File: config.mk
export PLATFORM = sky130hd
export DESIGN_NAME = irq_level_recognizer
export DESIGN_NICKNAME = d
export VERILOG_FILES = /design/src/rtl/irq_level_recognizer.sv
export SDC_FILE = /design/constraint.sdc
export NUM_CORES = 1
export LEC_CHECK = 0
export BUFFER_PORTS_ARGS = -buffer_cell sky130_fd_sc_hd__buf_4
export CORE_MARGIN = 2
export CORE_UTILIZATION = 40
export DETAILED_ROUTE_END_ITERATION = 10
export PLACE_DENSITY = 0.63
export SYNTH_ARGS = -nofsm -noshare
export SYNTH_HDL_FRONTEND = slang
export SYNTH_SLANG_ARGS = --single-unit
File: constraint.sdc
create_clock -name clk -period 1.7 [get_ports clk]
set_clock_uncertainty 0.15 [all_clocks]
set_input_delay 0.17 -clock clk [delete_from_list [all_inputs] [get_ports clk]]
set_output_delay 0.17 -clock clk [all_outputs]
set_load 0.05 [all_outputs]
File: src/rtl/irq_level_recognizer.sv
module irq_level_recognizer #(
  parameter int LW          = 3,
  parameter int SYNC_STAGES = 2
) (
  input  logic          clk,
  input  logic          rst_n,
  input  logic [LW-1:0] irq_n,
  input  logic          mask_we,
  input  logic [LW-1:0] mask_wdata,
  input  logic          int_ack,
  output logic          int_pending,
  output logic [LW-1:0] int_level,
  output logic [LW-1:0] mask_level
);

  localparam logic [LW-1:0] TOP = '1;

  logic [LW-1:0] stg [SYNC_STAGES];

  for (genvar i = 0; i < SYNC_STAGES; i++) begin : g_sync
    if (i == 0) begin : g_first
      always_ff @(posedge clk or negedge rst_n)
        if (!rst_n) stg[i] <= '0;
        else        stg[i] <= irq_n;
    end else begin : g_next
      always_ff @(posedge clk or negedge rst_n)
        if (!rst_n) stg[i] <= '0;
        else        stg[i] <= stg[i-1];
    end
  end

  logic [LW-1:0] dec_lvl, cand_q, filt_q, mask_q;
  logic          edge_q;

  assign dec_lvl = ~stg[SYNC_STAGES-1];

  wire filt_ld  = (dec_lvl == cand_q);
  wire edge_set = filt_ld && (dec_lvl == TOP) && (filt_q != TOP);
  wire lvl_hit  = filt_q > mask_q;
  wire accept   = int_ack && int_pending;

  assign int_pending = edge_q || lvl_hit;
  assign int_level   = edge_q ? TOP : (lvl_hit ? filt_q : '0);
  assign mask_level  = mask_q;

  always_ff @(posedge clk or negedge rst_n)
    if (!rst_n) begin
      cand_q <= TOP;
      filt_q <= TOP;
    end else begin
      cand_q <= dec_lvl;
      if (filt_ld) filt_q <= dec_lvl;
    end

  always_ff @(posedge clk or negedge rst_n)
    if (!rst_n)                        edge_q <= 1'b0;
    else if (edge_set)                 edge_q <= 1'b1;
    else if (accept && int_level == TOP) edge_q <= 1'b0;

  always_ff @(posedge clk or negedge rst_n)
    if (!rst_n)       mask_q <= TOP;
    else if (accept)  mask_q <= int_level;
    else if (mask_we) mask_q <= mask_wdata;

endmodule

Yosys cells after proc, flatten, opt, wreduce, memory -nomap -nowiden --
Index checks and enable logic that the tools add are counted.
Word-level totals: word-level logic and storage cells 25, flip-flop bits (word level) 16, output and inout bits 7
Cells by class: equal/unequal tests 4, muxes and demuxes 6, reduce and logical (&&, ||, !) cells 7, $lt $le $gt $ge 1, bitwise logic cells 1
Operators by type and width (number):
- 2-to-1 mux 3 bit | 4
- equality test 3 bit, second input constant | 2
- logical AND 1 bit | 4
- nonzero test 2 bit | 2
- equality test 3 bit | 1
- > comparator 3 bit | 1
- != test 3 bit, second input constant | 1
- NOT 3 bit | 1
- 2-to-1 mux 1 bit | 2
- logical OR 1 bit | 1

Longest topological paths before layout --
Gate-level depths: netlist of the first run.
depth after elaboration 7, gate-level depth with buffers 7, gate-level depth less buffers 6

Least setup slack after synthesis of the first run --
No wires, ideal clock.
path kind reg2out, start point register mask_q[1], in the netlist mask_level[1], end point output int_pending, required time 1380 ps, setup slack -643 ps, data arrival time 2023 ps, stages on the path, launching flop included 7, path through dfstp_2 inv_1 ha_1 a31oi_1 and2_4 buf_6 or2_1
On the way: cells in the longest elaborated chain, start to end 2
Ends and longest elaborated chain:
- start: declaration | line 32 | logic [LW-1:0] dec_lvl, cand_q, filt_q, mask_q;
- start signal: assignment | line 62 | else if (accept) mask_q <= int_level;
- start signal: assignment | line 63 | else if (mask_we) mask_q <= mask_wdata;
- > comparator 3 bit | line 39 | wire lvl_hit = filt_q > mask_q;
- logical OR 1 bit | line 42 | assign int_pending = edge_q || lvl_hit;
- end: declaration | line 11 | output logic int_pending,
Every way passes these cells.

Worst setup path in the final report of the first run --
Ends and elaborated chain as after synthesis.

==> results of run 1 <==
==> cell type report <==
cell class              instances  area (µm²)  share of cell area
flip-flops and latches         16         412               0.350
multi-input cells              41         360               0.307
repair buffers                 35         302               0.257
clock buffers                   4        36.3              0.0309
inverters                       9        33.8              0.0288
well taps                      25        31.3              0.0266
==> cells by family after synthesis <==
family / count (synthesis) / share of synthesized area
and+or+nand+nor: 16 / 0.0961
DFF: 16 / 0.536
AOI/OAI and AO/OA: 15 / 0.166
buffers and inverters: 11 / 0.0635
muxes: 4 / 0.0554
xor gates and xnor gates: 3 / 0.0342
adders and majority gates: 3 / 0.0489
==> layer usage <==
| metal | vias up | GRT usage | share of wire |
|---|---|---|---|
| li1 | 310 | - | - |
| met1 | 294 | 0.205 | 0.44 |
| met2 | 20 | 0.299 | 0.51 |
| met3 | 4 | 0.0340 | 0.042 |
| met4 | 0 | 0.0811 | 0.010 |
| met5 | - | 0 | 0 |
==> worst min path at each step <==
stage | end | from | depth (start not counted) | slack, ps
floorplan | edge_q | rst_n | 0 | -280
global placement | edge_q | rst_n | 1 | -110
detailed placement | edge_q | rst_n | 1 | -110
CTS | mask_level[1] | mask_we | 4 | 100
global route | edge_q | rst_n | 2 | 130
finish | mask_level[1] | mask_we | 4 | 100
==> placed cells by master, fill, tap and decap left out, types with 2 or more instances in the layout <==
cell	Yosys	routed
a21oi_1	2	2
xor2_1	2	2
dfrtp_1	7	7
clkbuf_4	0	3
a311oi_2	2	2
mux2i_1	2	2
a211oi_1	2	2
dlygate4sd3_1	0	5
a31oi_1	2	2
dfstp_2	9	9
nor2_1	7	6
a21o_4	0	3
buf_6	1	5
nand2_1	3	3
buf_4	0	24
inv_1	9	8
nand3_1	2	2
ha_4	0	2
==> metrics by stage <==
stage / power, mW / cell area, µm² / util
after CTS: 2.13 / 1150 / 0.652
after global placement: 1.72 / 1020 / 0.581
after detailed placement: 1.75 / 1020 / 0.581
after floorplan: 1.38 / 806 / -
final: 2.20 / 1170 / 0.666
after global routing: 2.32 / 1170 / 0.666
==> registers in the layout, indices dropped and copies added, names as in the netlist <==
register,count
mask_level,3
filt_q,3
edge_q,1
stg,6
cand_q,3
==> critical path: stages, from the launching register on <==
cell     delay [ps]
dfstp_2         550
inv_2            50
ha_4            210
a211o_1         280
and2_4          170
or2_4           230
buf_8           150
==> power by group through the flow <==
stage	Clock [mW]	Combinational (mW)	Sequential (mW)
6_report	0.253	1.41	0.535
5_1_grt	0.273	1.51	0.544
4_1_cts	0.255	1.34	0.535
3_5_place_dp	0	1.20	0.541
3_3_place_gp	0	1.19	0.537
2_1_floorplan	0	0.696	0.680
==> timing repair <==
item                                    CTS  global route
hold endpoints to repair                 22             0
endpoints found under the setup margin    7             8
pin swaps                                 4             2
setup buffers                             2             1
hold buffers                              5             0
gates resized for setup                   4             5
==> out/qor.yml, run 1 <==
pwr:
  power.switching_mw: 0.882
  p_sw_frac: 0.402
  p_per_area_nw_per_um2: 1870
  ir_drop_uv: 1320
  internal_power_mw: 1.31
  power_frac_clock: 0.115
  power_frac_comb: 0.642
  p_leak_nw: 0.544
  seqPwrFrac: 0.243
finish:
  finish.net_count: 119
  syn_to_final_growth_pct: 52.9
  fin_cells: 130
  antenna_cells: 0
  num-fill-cells: 159
  drive_above_1_share: 0.533
run_status:
  violations: "negative setup slack"
  status: "complete, but fails checks"
place:
  pre_cts_ws_ps: -288
  port_buffers: 16
  dpl.hpwl_um: 1200
  dp.cells: 118
  place_congestion: 0.846
routing:
  totalWireLength_um: 1630
  drt-initial-drc-count: 8
  post-route-drc-count: 0
  drt_first_pass_iters: 4
  routedWlPerCell_um: 12.5
  vias_per_cell: 4.83
  num_vias: 628
  drtAntennaViolNets: 0
synthesis:
  yosysTopAreaCell: "dfstp_2"
  synth_cell_types: 27
  ys_warn_count: 0
  syn_area_per_cell_um2: 11.3
  synth_edf_count: 0
  synthArstFlopShare: 1.00
  synthTopCellsByCount: "dfstp_2 (9), inv_1 (9), dfrtp_1 (7), nor2_1 (7)"
  synth_area_leaders: "dfstp_2 (31%), dfrtp_1 (23%), ha_1 (4.9%)"
  synth_top_flop_cell: "dfstp_2"
  synth_cells: 68
  ys_seq_area_frac: 0.536
  syn_nets: 81
  ys_seq_elements: 16
  synth_top_area_frac: 0.308
  synth_area_um2: 768
clock_tree:
  ctsLongestPathBuffers: 2
  cts_tree: "yes"
  clk_pin_slew_ps: 90
  htree_levels: 1
  clock_latency_ps: 290
  cts_buffers: 3
  clock-sinks: 16
  clockRootBuffer: "clkbuf_4"
timing:
  fin_hold_ws_ps: 97.0
  slew_headroom: 0.756
  final-hold-violation-count: 0
  worstMarginPinSlew_ps: 365
  fmax_mhz: 447
  fin_ws_ps: -536
  tns_ps: -3020
  setup_viol: 7
  drv_slew: 0
  finalCritPeriodShare: 1.32
  rsz0062_at_grt: "yes"
  min_period_ps: 2240
global_routing:
  antenna_found_initial: 0
  grt_pass1_wl_um: 2580
  grt_max_degree: 17
  grt_pass1_vias: 594
  overflow: 0
  grtUsageTotal: 0.173
setup_path:
  critPathCaptureType: "output pin"
  worstPathMaxFanout: 5
  crit_arrival_ps: 1920
  worstSetupStartpointType: "flop"
  worstSetupStartpoint: "mask_level[1]"
  critical_path_class: "flop to output pin"
  cp.required_ps: 1380
  r2r-start: "mask_level[1]"
  endpoint: "int_pending"
  reg2reg_slack_ps: -340
  timing.rr.end: "mask_level[2]"
  reg2reg_depth: 8
floorplanning:
  core_area_um2: 1760
  die_x_um: 47.8
  dieHeight_um: 47.8
  ios: 17
  start_util: 0.435
  die_area_um2: 2290
  rows: 15
job:
  max_cap_violations: 0
hold_path:
  hp-class: "input port to flop"
(Power assumes the default switching activity.)
==> inputs of run 2 (changes only) <==
ABC_AREA = 1   (was default)
CELL_PAD_IN_SITES_DETAIL_PLACEMENT = 1   (was default)
CELL_PAD_IN_SITES_GLOBAL_PLACEMENT = 1   (was default)
CORE_UTILIZATION = 34   (was 40)
PLACE_DENSITY = 0.7   (was 0.63)
==> run 2 against run 1 <==
  * The flow still finishes with violations (negative setup slack)
  * Power rose by 0.76%
  * Die area increased by 9.3%
  * Worst hold slack got worse by 56 ps
  * Synthesized cell count increased by 8.8%
  * Global-route usage decreased by 1.1 points
  * Combinational power about the same
  * Via count fell by 1.3%
  * Core utilization down 8.3 points
  * Fmax rose by 7.4%
  * Clock power hardly changed
  * Synthesized area is 6.4% lower
  * Flip-flop and latch count did not move
  * Critical path type unchanged
  * Largest power group unchanged
  * Highest routed layer unchanged
==> out/qor.yml, run 2 <==
synthesis:
  ys_warn_count: 0  # unchanged
  synth_cells: 74  # +8.8%
  synth_top_flop_cell: "dfstp_2"
  ys_seq_elements: 16  # unchanged
  ys_seq_area_frac: 0.572  # +0.0363
  synth_cell_types: 13  # -52%
  syn_nets: 87  # +7.4%
  synth_area_leaders: "dfstp_2 (33%), dfrtp_1 (24%), nand3_1 (8.3%)"
  synth_top_area_frac: 0.329  # +0.0209
  synthTopCellsByCount: "nand2_1 (14), inv_1 (13), nand3_1 (12)"
  synth.most_common_cell: "nand2_1"
  synthArstFlopShare: 1.00  # unchanged
  yosysTopAreaCell: "dfstp_2"
  synth_area_um2: 719  # -6.4%
  synth_edf_count: 0  # unchanged
  syn_area_per_cell_um2: 9.72  # -14%
finish:
  final_util: 0.583  # -0.0833
  final_cell_mix: "buf_4 (19), nand2_1 (12), inv_1 (11)"
  finish.net_count: 122  # +2.5%
  largest-register: "stg"
  drive_above_1_share: 0.491  # -0.0426
  antenna_cells: 0  # unchanged
  syn_to_final_growth_pct: 60.5
  layout_commonest_cell: "buf_4"
  largest_reg_flops: 6  # unchanged
  num-fill-cells: 214  # +35%
floorplanning:
  core_area_um2: 1980  # +12%
  die_x_um: 50  # +4.5%
  start_util: 0.363  # -0.0725
  die_area_um2: 2500  # +9.3%
  ios: 17  # unchanged
  dieHeight_um: 50  # +4.5%
  rows: 16  # +1
clock_tree:
  clock-sinks: 16  # unchanged
  cts_buffers: 3  # unchanged
  clock_latency_ps: 290  # about the same
  ctsLongestPathBuffers: 2  # unchanged
  clk_pin_slew_ps: 90  # about the same
  htree_levels: 1  # unchanged
  cts_tree: "yes"
  clockRootBuffer: "clkbuf_4"
run_status:
  status: "complete, but fails checks"
  violations: "negative setup slack"
global_routing:
  grt_pass1_wl_um: 3030  # +17%
  grt_pass1_vias: 654  # +10%
  grtUsageTotal: 0.162  # -0.0107
  overflow: 0  # unchanged
  antenna_found_initial: 0  # unchanged
  grt_max_degree: 17  # unchanged
setup_path:
  cp.required_ps: 1380  # about the same
  crit_arrival_ps: 1760  # -160 ps
  critPathCaptureType: "output pin"
  critical_path_class: "flop to output pin"
  worstSetupStartpointType: "flop"
  worstPathMaxFanout: 4  # -1
timing:
  min_period_ps: 2080  # -153 ps
  finalCritPeriodShare: 1.22  # -0.0901
  rsz0062_at_grt: "yes"
  final-hold-violation-count: 0  # unchanged
  fin_ws_ps: -382  # +153 ps
  slew_headroom: 0.659  # -0.0971
  worstMarginPinSlew_ps: 510  # +145 ps
  fmax_mhz: 480  # +7.4%
  setup_viol: 7  # unchanged
  drv_slew: 0  # unchanged
pwr:
  p_leak_nw: 0.552  # +1.5%
  p_sw_frac: 0.467  # +0.0656
  power_frac_clock: 0.114  # about the same
  internal_power_mw: 1.18  # -10%
  seqPwrFrac: 0.245  # +0.002
  ir_drop_uv: 1160  # -12%
  p_per_area_nw_per_um2: 1920  # +2.5%
  power.switching_mw: 1.03  # +17%
  power_frac_comb: 0.641  # about the same
routing:
  vias_per_cell: 4.59  # -4.9%
  drt_first_pass_iters: 4  # unchanged
  post-route-drc-count: 0  # unchanged
  totalWireLength_um: 1740  # +6.5%
  routedWlPerCell_um: 12.9  # +2.6%
  num_vias: 620  # -1.3%
  drtAntennaViolNets: 0  # unchanged
  drt-initial-drc-count: 10  # +2
job:
  max_cap_violations: 0  # unchanged
place:
  dpl.hpwl_um: 1280  # +6.1%
  port_buffers: 16  # unchanged
  pre_cts_ws_ps: -95.9  # +192 ps
  place_congestion: 0.799  # -5.5%
hold_path:
  hp-class: "input port to flop"
run 2: cell count changes after synthesis, moves of 3 or more:
cell,change
nand2_1,+11
nand3_1,+10
nor2_1,-7
inv_1,+4
o21ai_0,+4
a21o_1,-3
nand2_2,+3
run 2: power groups by stage:
stage	sequential (mW)	clock [mW]	combinational, mW
after CTS	0.544	0.262	1.39
after detailed placement	0.551	0	1.28
after global routing	0.550	0.274	1.51
after global placement	0.546	0	1.26
after floorplan	0.679	0	0.803
final	0.542	0.253	1.42
run 2: final cells by class:
type	instances	area, µm²	area share
Clock buffer	4	36.3	0.0314
Inverter	13	48.8	0.0423
Multi-Input combinational cell	45	363	0.314
Sequential cell	16	412	0.356
Tap cell	27	33.8	0.0293
Timing Repair Buffer	30	262	0.226
run 2: final timing paths:
path / depth (start not counted) / from / endpoint / slack, ps
worst max-delay path: 7 / mask_level[2] / int_level[0] / -380
worst min-delay path: 5 / mask_wdata[1] / mask_level[1] / 40
worst max register to register: 10 / mask_level[2] / mask_level[0] / -150
worst min register to register: 0 / stg[5] / stg[2] / 210
max in group asynchronous: 2 / rst_n / mask_level[2] / 1040
min in group asynchronous: 2 / rst_n / stg[5] / 110
run 2: per-stage QoR:
stage          instances  hold WS [ps]  setup TNS [ps]  power, mW  instance area (µm²)
2_1_floorplan         74          -276           -1590       1.48                  813
3_3_place_gp         122          -117            -186       1.81                 1000
6_report             135          41.2           -1640       2.21                 1150
4_1_cts              134          33.2           -1590       2.19                 1140
5_1_grt              135          86.2           -2080       2.33                 1150
3_5_place_dp         122          -113            -337       1.83                 1000
run 2: what timing repair did:
action | CTS | global route
cloned | 0 | 0
endpoints found under the hold margin | 21 | 0
hold buffers | 7 | 0
pin swaps | 3 | 0
gates resized for setup | 6 | 1
endpoints found under the setup margin | 7 | 7
buffers inserted | 1 | 1
run 2: routing by layer:
| layer | vias up | global-route usage | routed length (µm) |
|---|---|---|---|
| li1 | 302 | - | - |
| met1 | 306 | 0.219 | 795 |
| met2 | 9 | 0.261 | 882 |
| met3 | 3 | 0.0273 | 40 |
| met4 | 0 | 0.0556 | 17 |
| met5 | - | 0 | 0 |
run 2: critical path: stages, from the launching register on:
cell and delay (ps):
dfstp_2 550, inv_2 40, ha_4 290, nand3_2 70
nand2_2 80, nand2_4 100, o21ai_4 170, buf_6 180
run 2: cell families (layout without fill, tap and decap cells):
group                      count (synthesis)  after routing  share of synthesized area
DFF                                       16             16                      0.572
xor gates and xnor gates                   2              2                     0.0244
and+or+nand+nor                           31             31                      0.214
AOI/OAI and AO/OA                          9              9                     0.0696
adders and majority gates                  3              3                     0.0522
buffers and inverters                     13             47                     0.0678
